<file path="config.mk">
export PLATFORM = sky130hd
export DESIGN_NAME = boothMultiplier
export DESIGN_NICKNAME = d
export VERILOG_FILES = /design/src/rtl/boothPkg.sv /design/src/rtl/boothEncoder.sv /design/src/rtl/boothPpGen.sv /design/src/rtl/csaRow.sv /design/src/rtl/csaTree.sv /design/src/rtl/boothMultiplier.sv
export SDC_FILE = /design/constraint.sdc
export NUM_CORES = 1
export LEC_CHECK = 0
export ABC_AREA = 1
export CORE_MARGIN = 2
export CORE_UTILIZATION = 51
export DETAILED_ROUTE_END_ITERATION = 10
export DONT_BUFFER_PORTS = 1
export PLACE_DENSITY = 0.66
export SYNTH_ARGS = -nofsm -noshare
export SYNTH_HDL_FRONTEND = slang
export SYNTH_SLANG_ARGS = --single-unit
</file>
<file path="constraint.sdc">
create_clock -name vclk -period 4
set_input_delay 0.2 -clock vclk [all_inputs]
set_output_delay 0.2 -clock vclk [all_outputs]
set_load 0.05 [all_outputs]
</file>
<file path="src/rtl/boothPkg.sv">
package boothPkg;

  typedef struct packed {
    logic selOne;
    logic selTwo;
    logic negate;
  } boothCtrl_t;

  function automatic int rowsAfter(int rows, int stages);
    int n;
    n = rows;
    for (int k = 0; k < stages; k++) n = 2 * (n / 3) + (n % 3);
    return n;
  endfunction

  function automatic int stagesFor(int rows);
    int n;
    int s;
    n = rows;
    s = 0;
    while (n > 2) begin
      n = 2 * (n / 3) + (n % 3);
      s++;
    end
    return s;
  endfunction

endpackage

</file>
<file path="src/rtl/boothEncoder.sv">
module boothEncoder
  import boothPkg::*;
#(
  parameter int DIGITS = 4
) (
  input  logic [2*DIGITS:0]        xPad,
  output boothCtrl_t [DIGITS-1:0]  ctrl
);

  for (genvar i = 0; i < DIGITS; i++) begin : gDigit
    logic xLo, xMid, xHi;
    assign xLo  = xPad[2*i];
    assign xMid = xPad[2*i+1];
    assign xHi  = xPad[2*i+2];
    assign ctrl[i] = '{
      selOne: xMid ^ xLo,
      selTwo: (xHi & ~xMid & ~xLo) | (~xHi & xMid & xLo),
      negate: xHi & ~(xMid & xLo)
    };
  end

endmodule

</file>
<file path="src/rtl/boothPpGen.sv">
module boothPpGen
  import boothPkg::*;
#(
  parameter int MCAND_W = 8,
  parameter int DIGITS  = 4,
  parameter int PROD_W  = 16,
  localparam int ROWS   = DIGITS + 1
) (
  input  logic [MCAND_W-1:0]           mcand,
  input  boothCtrl_t [DIGITS-1:0]      ctrl,
  output logic [ROWS-1:0][PROD_W-1:0]  rows
);

  logic [MCAND_W:0] yExt;
  assign yExt = {mcand[MCAND_W-1], mcand};

  for (genvar i = 0; i < DIGITS; i++) begin : gRow
    logic [MCAND_W:0] multiple;
    for (genvar j = 0; j <= MCAND_W; j++) begin : gCell
      if (j == 0) begin : gLsb
        assign multiple[j] = (ctrl[i].selOne & yExt[0]) ^ ctrl[i].negate;
      end else begin : gUpper
        assign multiple[j] = ((ctrl[i].selOne & yExt[j]) |
                              (ctrl[i].selTwo & yExt[j-1])) ^ ctrl[i].negate;
      end
    end
    assign rows[i] = PROD_W'($signed(multiple)) << (2 * i);
  end

  logic [PROD_W-1:0] negBits;
  always_comb begin
    negBits = '0;
    for (int i = 0; i < DIGITS; i++) negBits[2*i] = ctrl[i].negate;
  end
  assign rows[DIGITS] = negBits;

endmodule

</file>
<file path="src/rtl/csaRow.sv">
module csaRow #(
  parameter int W = 16
) (
  input  logic [W-1:0] a,
  input  logic [W-1:0] b,
  input  logic [W-1:0] c,
  output logic [W-1:0] sum,
  output logic [W-1:0] carry
);

  assign sum   = a ^ b ^ c;
  assign carry = ((a & b) | (a & c) | (b & c)) << 1;

endmodule

</file>
<file path="src/rtl/csaTree.sv">
module csaTree
  import boothPkg::*;
#(
  parameter int ROWS   = 5,
  parameter int PROD_W = 16
) (
  input  logic [ROWS-1:0][PROD_W-1:0] rowsIn,
  output logic [PROD_W-1:0]           sumOut,
  output logic [PROD_W-1:0]           carryOut
);

  localparam int STAGES = stagesFor(ROWS);

  for (genvar s = 0; s < STAGES; s++) begin : stg
    localparam int NIN  = rowsAfter(ROWS, s);
    localparam int NOUT = rowsAfter(ROWS, s + 1);
    localparam int GRP  = NIN / 3;
    logic [NIN-1:0][PROD_W-1:0]  vin;
    logic [NOUT-1:0][PROD_W-1:0] vout;

    if (s == 0) begin : gFirst
      assign vin = rowsIn;
    end else begin : gLater
      assign vin = stg[s-1].vout;
    end

    for (genvar g = 0; g < GRP; g++) begin : gCsa
      csaRow #(.W(PROD_W)) uRow (
        .a    (vin[3*g]),
        .b    (vin[3*g+1]),
        .c    (vin[3*g+2]),
        .sum  (vout[2*g]),
        .carry(vout[2*g+1])
      );
    end
    for (genvar r = 0; r < NIN % 3; r++) begin : gPass
      assign vout[2*GRP+r] = vin[3*GRP+r];
    end
  end

  if (STAGES == 0) begin : gDirect
    assign sumOut   = rowsIn[0];
    assign carryOut = rowsIn[ROWS-1];
  end else begin : gReduced
    assign sumOut   = stg[STAGES-1].vout[0];
    assign carryOut = stg[STAGES-1].vout[1];
  end

endmodule

</file>
<file path="src/rtl/boothMultiplier.sv">
module boothMultiplier
  import boothPkg::*;
#(
  parameter int MCAND_W = 8,
  parameter int MPLR_W  = 8
) (
  input  logic [MCAND_W-1:0]        mcand,
  input  logic [MPLR_W-1:0]         mplr,
  output logic [MCAND_W+MPLR_W-1:0] product
);

  localparam int PROD_W = MCAND_W + MPLR_W;
  localparam int DIGITS = (MPLR_W + 1) / 2;
  localparam int ROWS   = DIGITS + 1;

  logic [2*DIGITS:0]          xPad;
  boothCtrl_t [DIGITS-1:0]    ctrlBus;
  logic [ROWS-1:0][PROD_W-1:0] ppRows;
  logic [PROD_W-1:0]          sumVec;
  logic [PROD_W-1:0]          carryVec;

  assign xPad = {(2 * DIGITS)'($signed(mplr)), 1'b0};

  boothEncoder #(.DIGITS(DIGITS)) uEnc (
    .xPad(xPad),
    .ctrl(ctrlBus)
  );

  boothPpGen #(.MCAND_W(MCAND_W), .DIGITS(DIGITS), .PROD_W(PROD_W)) uPp (
    .mcand(mcand),
    .ctrl (ctrlBus),
    .rows (ppRows)
  );

  csaTree #(.ROWS(ROWS), .PROD_W(PROD_W)) uTree (
    .rowsIn  (ppRows),
    .sumOut  (sumVec),
    .carryOut(carryVec)
  );

  assign product = sumVec + carryVec;

endmodule

</file>
Word level (Yosys, flattened, before mapping)
Index checks and enable logic that the tools add are counted.

operators by class
  bitwise logic cells = 189
  add/sub/neg operators = 1

operators with widths
  kind                  number
  AND 15 bit            7
  bitwise OR 15 bit     6
  AND 1 bit             83
  XOR 16 bit            5
  XOR 1 bit             39
  bitwise OR 1 bit      35
  AND 15 x 7 -> 15 bit  2
  adder 16 bit          1
  XOR 16 x 7 -> 16 bit  1
  NOT 1 bit             11

word-level totals
  output and inout port bits = 16
  logic and storage cells = 190
  register bits = 0
  input port bits = 16

Logic depth before layout (Yosys ltp)
Gate-level depths: netlist of run 1.

  word-level depth = 17
  gate-level depth with buffers = 23
  mapped depth without buffers = 22

Modules after synthesis
From an unflattened synthesis of run 1, not the netlist that was laid out.

unflattened totals
  cells, all modules = 549
  area total of the unflattened synthesis = 3492.1 um2

modules (own cells, without submodules)
  module           instances  area an instance (um2)  cells an instance  seq. area each (um2)
  boothPpGen       1          1363.8                  265                0.0
  csaRow           3          346.6                   26                 0.0
  boothMultiplier  1          934.6                   177                0.0
  boothEncoder     1          153.9                   29                 0.0

Worst setup path before layout of run 1
Ideal clock, no wire load.

  path kind = input to output
  from = input mplr[1]
  to = output product[9]
  stages = 15
  slack = -0.223 ns
  required time = 3.800 ns
  path buffers = 1
  arrival = 4.023 ns
  cell sequence = ha_1 > inv_1 > clkbuf_1 > o21ai_0 > nand2_1 > nand2_1 > fa_1 > fa_1 > inv_1 > fa_1 > ha_1 > nand2_1 > nor2_1 > a21oi_1 > xnor2_1

on the way
  cells in the longest elaborated chain, start to end = 16
  elaborated cells between the ends (all ways) = 86
  those cells by class = add/sub: 1; bitwise: 85

ends and longest elaborated chain
  what                             RTL line               RTL
  start: declaration               boothMultiplier.sv:8   input logic [MPLR_W-1:0] mplr,
  NOT 1 bit                        n/a
  AND 1 bit                        boothEncoder.sv:17     selTwo: (xHi & ~xMid & ~xLo) | (~xHi & xMid & xLo),
  bitwise OR 1 bit                 boothEncoder.sv:17
  AND 1 bit                        boothPpGen.sv:24       (ctrl[i].selTwo & yExt[j-1])) ^ ctrl[i].negate;
  bitwise OR 1 bit                 boothPpGen.sv:23       assign multiple[j] = ((ctrl[i].selOne & yExt[j]) |
  XOR 1 bit                        boothPpGen.sv:24
  AND 15 bit                       csaRow.sv:12           assign carry = ((a & b) | (a & c) | (b & c)) << 1;
  bitwise OR 15 bit (2 in series)  csaRow.sv:12
  AND 15 bit                       csaRow.sv:12
  bitwise OR 15 bit (2 in series)  csaRow.sv:12
  AND 15 bit                       csaRow.sv:12
  bitwise OR 15 bit (2 in series)  csaRow.sv:12
  adder 16 bit *                   boothMultiplier.sv:41  assign product = sumVec + carryVec;
  end: declaration                 boothMultiplier.sv:9   output logic [MCAND_W+MPLR_W-1:0] product

Mark *: on every way between the ends. The rest lies on a longest branch, timed or not.

Worst setup path after layout of run 1
  from = input mplr[1]
  to = output product[14]

Same word-level chain as after synthesis.

==> results of run 1 <==
[cell usage after synthesis]
cell and n:
nand4_1 2, inv_2 3, buf_2 4, xor2_1 14, buf_6 1, o21bai_1 3, inv_1 69, o211ai_1 18
inv_4 1, o22ai_1 5, buf_4 1, nand2_1 157, a21oi_1 7, ha_1 32, o21ai_1 4, and2_1 2
o21ai_2 2, fa_1 20, nand2_2 1, o21ai_0 23, nor2_1 17, xnor2_1 4, a21o_1 1, clkbuf_1 4
nand3_1 15, a21boi_1 1
[metrics by stage]
step | std cells | TNS (ns) | util
CTS | 479 | 0 | 0.594
global route | 480 | -0.0472 | 0.608
detailed placement | 479 | -0.0912 | 0.594
floorplan | 411 | 0 | -
finish | 480 | 0 | 0.608
global placement | 479 | 0 | 0.594
[final cells by class]
class,count,area [sq um]
inverter,73,282
tap,54,67.6
fill,468,1830
multi-input combinational,328,2180
timing repair buffer,25,300
[kinds of logic after synthesis]
| family | share of synthesized area |
|---|---|
| compound gates | 0.161 |
| fa+ha+maj | 0.328 |
| buf+inv | 0.135 |
| simple gates | 0.311 |
| xor+xnor | 0.0646 |
[what timing repair did]
action                                  in CTS  in global routing
endpoints found under the setup margin       3                  9
pin swaps                                    0                  4
setup buffers                                0                  1
resized for setup                            1                 16
[placed cells by master (no fill, tap or decap)]
cell type  synthesis  layout
o21ai_2            2       1
inv_2              3       2
nand2_2            1       5
nand3_1           15      15
xnor2_1            4       3
a21o_1             1       1
inv_1             69      68
ha_1              32      28
nand2_1          157     153
xnor2_2            0       1
o211ai_1          18      18
nor2_4             0       1
nor2_1            17      14
o21ai_1            4       5
o22ai_1            5       5
ha_2               0       3
buf_12             0       9
o21bai_1           3       3
a21boi_1           1       1
inv_4              1       3
nor2_2             0       2
fa_1              20      20
xor2_1            14      12
o21ai_4            0       1
buf_4              1      16
and2_1             2       2
ha_4               0       1
a21oi_1            7       7
xor2_2             0       2
o21ai_0           23      22
nand4_1            2       2
[worst paths after layout]
path	to	depth (start not counted)	slack, ns
worst max-delay path	product[14]	20	0.22
worst min-delay path	product[0]	1	0.71
[metal layers]
| metal | part of all wire | wire [microns] | up-vias |
|---|---|---|---|
| li1 | - | - | 1329 |
| met4 | 0.021 | 127 | 0 |
| met3 | 0.033 | 196 | 12 |
| met2 | 0.49 | 2940 | 52 |
| met5 | 0 | 0 | - |
| met1 | 0.46 | 2730 | 1157 |
==> impl_metrics.toml, run 1 <==
[status]
status = "finished clean"

[placed_design]
gp_congestion = 0.901
post-place-ws_ns = -0.0756
placed_cell_area_sq_um = 2770
post-dp-hpwl_microns = 5190
io_buffer_count = 0

[cts]
cts_hold_buf = 0

[detailed_routing]
wl_per_cell_microns = 12.5
first_iter_violations = 96
drtPass1Iterations = 4
drc_errors = 0
drt-total-wl_microns = 6000
routed-via-count = 2550
postRouteAntennaNets = 0
vias_per_cell = 5.31

[die]
initial_utilization = 0.523
ioPinCount = 32
die_h_microns = 73.2
rows = 25
coreArea_sq_um = 4660
die_w_microns = 73.2
dieArea_sq_um = 5350

[worst_setup_path]
crit_arrival_ns = 3.58
cp_slowest_cell = "fa_1"
max_stage_delay_ns = 0.53
critical_path.startpoint = "mplr[1]"
cp_max_fo = 10
critPathKind = "input port to primary output"
path_cells = "ha_1, nand2_1, o21ai_4, inv_1, nand2_1, nand2_1, fa_1, inv_1, fa_1, inv_1, ha_1, ha_2, nand2_1, nor2_2, and2_1, nand2_1, nand3_1, nand2_1, nand2_1, buf_12"
cp-end-kind = "primary output"
crit_family = "adder cells"
start_kind = "input port"
cpMostUsedCell = "nand2_1"
critPathBufInv = 4
crit_required_ns = 3.80

[synthesis]
ys_types = 26
synth_nets = 479
synth_cells = 411
synth_top_area_frac = 0.242
synth.area.top_cells = "nand2_1 (24%), fa_1 (16%), ha_1 (16%), inv_1 (11%), o211ai_1 (5.5%)"
synth-seq-area-share = 0
yosys.area.top_type = "nand2_1"
synth_area_sq_um = 2440
avgSynthCellArea_sq_um = 5.94
yosysWarningCount = 0

[global_routing]
grt-busiest-layer = "met2"
antenna_found_initial = 0
grt_pass1_vias = 2372
globalRouteMet1Util = 0.298
grtUsageMet3 = 0.00691
track_usage = 0.233
grt_pass1_wl_microns = 10100
grt_overflow_total = 0
grt_start_max_net_pins = 14
met2_usage = 0.430

[sta]
holdWs_ns = 0.709
final-setup-viol-count = 0
period_minus_slack_ns = 3.78
worstMarginPinSlew_ns = 1.08
hold_viol = 0
fin_crit_sh = 0.944
setup_ws_ns = 0.224
max_freq_ghz = 0.265
timing.slew.headroom = 0.272
drv_slew = 0

[final_layout]
clkbuf_count = 0
regArea_sq_um = 0
synthToLayoutAreaGrowth_pct = 16.1
drive_above_1_share = 0.110
fin_nets = 496
diodes = 0
seq_cells = 0
fin_area_sq_um = 2830

[hold_path]
hp-start = "mplr[1]"
hold_class = "input port to primary output"

[flow_run]
cap_violations = 0
Power of run 1 is left out: the tool's default activity adds up to more than one toggle a clock period on the data nets, which glitch-free logic cannot reach.
==> run 2, diff against run 1 <==
- BUFFER_PORTS_ARGS: default -> -buffer_cell sky130_fd_sc_hd__buf_2
- DONT_BUFFER_PORTS: 1 -> default
- PLACE_DENSITY: 0.66 -> 0.72
==> run 2 against run 1 <==
Against the previous run:
- global-route usage decreased by 0.30 points
- sequential share of layout area unchanged
- highest routed layer unchanged
- flip-flop and latch count unchanged
- via count increased by 6.0%
- count of clock-buffer cells in the layout stayed put
==> impl_metrics.toml, run 2 (same netlist as run 1, synthesis figures left out) <==
[detailed_routing]
routed-via-count = 2704
postRouteAntennaNets = 0
drtPass1Iterations = 4
drc_errors = 0
wl_per_cell_microns = 12.2
vias_per_cell = 5.20
first_iter_violations = 73
drt-total-wl_microns = 6330

[die]
initial_utilization = 0.523
coreArea_sq_um = 4660
die_w_microns = 73.2
die_h_microns = 73.2
ioPinCount = 32
rows = 25
dieArea_sq_um = 5350

[hold_path]
whs_endpoint = "product[0]"
hold_class = "input port to primary output"
hp-start = "mplr[1]"
whs_path_depth = 3

[sta]
worstMarginPinSlew_ns = 0.371
max_freq_ghz = 0.258
hold_viol = 0
fin_crit_sh = 0.968
final-setup-viol-count = 0
drv_slew = 0
period_minus_slack_ns = 3.87
timing.slew.headroom = 0.750
setup_ws_ns = 0.130

[final_layout]
fin_nets = 536
clkbuf_count = 0
seq_cells = 0
final_cell_mix = "nand2_1 (151), inv_1 (64), buf_4 (36)"
synthToLayoutAreaGrowth_pct = 29.0
regArea_sq_um = 0
drive_above_1_share = 0.232
layout_commonest_cell = "nand2_1"
diodes = 0
fin_cells = 520

[worst_setup_path]
cp-end-kind = "primary output"
crit_arrival_ns = 3.67
critPathKind = "input port to primary output"
cp_max_fo = 5
crit_required_ns = 3.80
start_kind = "input port"

[global_routing]
grt_start_max_net_pins = 14
grt_pass1_wl_microns = 10000
grt_pass1_vias = 2384
antenna_found_initial = 0
grt_overflow_total = 0
track_usage = 0.230

[status]
status = "finished clean"

[placed_design]
io_buffer_count = 32
gp_congestion = 0.940
dp.cells = 517
post-dp-hpwl_microns = 5270
post-place-ws_ns = -0.0360

[flow_run]
cap_violations = 0

[cts]
cts_hold_buf = 0
## run 2: worst max-delay path: stages
cell      delay [ns]
clkbuf_4        0.15
buf_4           0.13
inv_4           0.03
o21ai_2         0.11
nand2_2         0.09
o21ai_2         0.19
buf_4           0.14
nand2_1         0.04
nand2_1         0.10
fa_1            0.45
buf_4           0.16
fa_1            0.47
ha_1            0.33
ha_4            0.30
nand2_1         0.10
nor2_2          0.15
and2_1          0.13
nand2_1         0.07
nand3_1         0.07
nand2_1         0.05
nand2_1         0.07
buf_6           0.15
## run 2: area by class of cell
| cell class | instances | area [sq um] |
|---|---|---|
| fillers | 413 | 1510 |
| inverters | 73 | 277 |
| multi-input cells | 328 | 2340 |
| well taps | 54 | 67.6 |
| repair buffers | 65 | 464 |
## run 2: through the flow
stage                     hold slack (ns)  area (sq um)  TNS, ns  utilization
after floorplan                     0.822          2460        0            -
after global placement              0.796          2860        0        0.614
after detailed placement            0.806          2860  -0.0409        0.614
after CTS                           0.805          2870        0        0.616
after global routing                0.831          3150  -0.0772        0.675
final                               0.822          3150        0        0.675
## run 2: what timing repair did
item,4_1_cts,5_1_grt
setup buffers,0,3
setup endpoints to repair,3,10
resized for setup,3,58
pin swaps,0,14
## run 2: routing by layer
layer,track usage,vias to the layer above,share of wire
li1,-,1415,-
met1,0.304,1210,0.45
met2,0.426,73,0.49
met3,0.00552,6,0.044
met4,0.0309,0,0.0099
met5,0,-,0
## run 2: worst max path at each step
stage	to	from
3_3_place_gp	product[10]	mplr[1]
4_1_cts	product[14]	mplr[1]
6_report	product[15]	mplr[1]
3_5_place_dp	product[10]	mplr[1]
2_1_floorplan	product[14]	mplr[1]
5_1_grt	product[15]	mplr[1]
Power of run 2 is left out for the same reason.
==> run 3, diff against run 2 <==
- ABC_AREA: 1 -> default
- PLACE_DENSITY: 0.72 -> 0.73
==> run 3 against run 2 <==
Against the previous run:
- non-clock buffer count is 23 higher
- highest routed layer unchanged
- first-iteration DRC count is 4.1% lower
- wire length shrank 18%
- design area is 4.1% lower
- global-route usage is 0.30 points lower
- critical path type unchanged
- the flow now finishes with violations (negative setup slack)
- flip-flop and latch count unchanged
- sequential share of layout area unchanged
- worst hold slack better by 0.30 ns
- die area decreased by 16%
==> impl_metrics.toml, run 3 <==
[sta]
timing.slew.headroom = 0.776
holdWs_ns = 1.12
rsz0062_at_grt = "true"
worstMarginPinSlew_ns = 0.336
drv_slew = 0
fin_crit_sh = 1.02
period_minus_slack_ns = 4.07
max_freq_ghz = 0.246
final-setup-viol-count = 4
setup_ws_ns = -0.0685
hold_viol = 0

[final_layout]
drive_above_1_share = 0.413
post-route-util = 0.806
regArea_sq_um = 0
final_cell_mix = "buf_4 (53), inv_1 (27), ha_1 (25)"
clkbuf_count = 0
fin_nets = 390
seq_cells = 0
diodes = 0
synthToLayoutAreaGrowth_pct = 48.2
fillerInstances = 254
fin_cells = 368
layout_commonest_cell = "buf_4"

[worst_setup_path]
max_stage_delay_ns = 0.51
cp-end-kind = "primary output"
crit_family = "adder cells"
path_cells = "buf_8, ha_4, a22oi_2, xor2_1, fa_1, fa_1, inv_1, fa_1, ha_4, nand2_2, o31a_4, o21ai_4, a311oi_4, xnor2_4, buf_6"
crit_required_ns = 3.80
critPathBufInv = 3
cp_slowest_cell = "fa_1"
crit_arrival_ns = 3.87
start_kind = "input port"
critPathKind = "input port to primary output"
cp_max_fo = 8
cpMostUsedCell = "fa_1"

[hold_path]
hold_class = "input port to primary output"

[detailed_routing]
drtPass1Iterations = 4
wl_met3_microns = 249
met1Wirelength_microns = 2260
vias_per_cell = 5.53
drc_errors = 0
first_iter_violations = 70
postRouteAntennaNets = 0
met2WireLength_microns = 2630
routed-via-count = 2035
wl_per_cell_microns = 14.1
highest_layer = "met4"
drt-total-wl_microns = 5190

[die]
dieArea_sq_um = 4520
die_h_microns = 67.2
initial_utilization = 0.544
rows = 22
coreArea_sq_um = 3740
ioPinCount = 32
die_w_microns = 67.2

[synthesis]
ys_types = 35
synth_nets = 317
yosys.area.top_type = "fa_1"
synth.area.top_cells = "fa_1 (20%), ha_1 (20%), xnor2_1 (11%), a22oi_1 (8.8%), xor2_1 (7.3%)"
synth-seq-area-share = 0
synthTopCellsByCount = "ha_1 (32), inv_1 (27), xnor2_1 (26), a22oi_1 (24), fa_1 (20)"
yosysWarningCount = 0
avgSynthCellArea_sq_um = 8.18
synth_area_sq_um = 2040
synth_cells = 249
synth_top_area_frac = 0.197
yosysMostFrequentCell = "ha_1"

[placed_design]
post-dp-hpwl_microns = 3960
io_buffer_count = 32
gp_congestion = 0.873
dp.cells = 368

[status]
violations = "negative setup slack"
status = "finished with violations"

[cts]
cts_hold_buf = 0

[global_routing]
antenna_found_initial = 0
grt_pass1_vias = 1940
track_usage = 0.227
grt_pass1_wl_microns = 8250
grt_start_max_net_pins = 10
grt_overflow_total = 0

[flow_run]
cap_violations = 0
run 3: cell count changes in the layout (fill, tap and decap cells not counted), sizes merged, moves of 5 or more:
cell,before,now
mux2i,0,5
buf,63,87
nand3,15,6
nor2,17,4
o21ai,29,13
o22ai,5,0
nand2,158,15
inv,73,28
nor2b,0,5
a22oi,0,24
xnor2,4,26
o211ai,18,0
run 3: final cells by class:
cell class | instances | area (sq um) | share of cell area
inverters | 28 | 105 | 0.0348
repair buffers | 88 | 674 | 0.223
well taps | 48 | 60.1 | 0.0199
multi-input cells | 204 | 2180 | 0.722
run 3: repair_timing:
item                                   in CTS  in global routing
endpoints found under the hold margin       0                  0
gates resized for setup                    35                 23
buffers inserted                            1                  0
pin swaps                                   7                 12
setup endpoints to repair                   7                  8
run 3: per-stage QoR:
stage	setup TNS (ns)	area [sq um]	worst slack [ns]
6_report	-0.0873	3020	-0.0685
4_1_cts	-0.113	2900	-0.0570
3_3_place_gp	-0.797	2770	-0.179
2_1_floorplan	-0.0266	2210	-0.0158
3_5_place_dp	-1.17	2770	-0.230
5_1_grt	-0.886	3020	-0.204
run 3: worst paths after layout:
path,start,end,slack [ns],depth (start not counted)
setup / recovery,mplr[1],product[14],-0.07,15
hold / removal,mcand[0],product[0],1.12,5
run 3: routing by layer:
layer,GRT usage,vias to the layer above
met5,0,-
met4,0.0153,0
met3,0.00333,4
met2,0.438,63
met1,0.296,960
li1,-,1008
run 3: cell families after synthesis:
kind of cell	Yosys count	synth area share
buffers and inverters	45	0.0842
adder cells (fa/ha/maj)	52	0.393
multiplexers	6	0.0301
XOR/XNOR	43	0.185
AND/OR/NAND/NOR	40	0.0958
AO/OA/AOI/OAI	63	0.212
Power of run 3 is left out for the same reason.
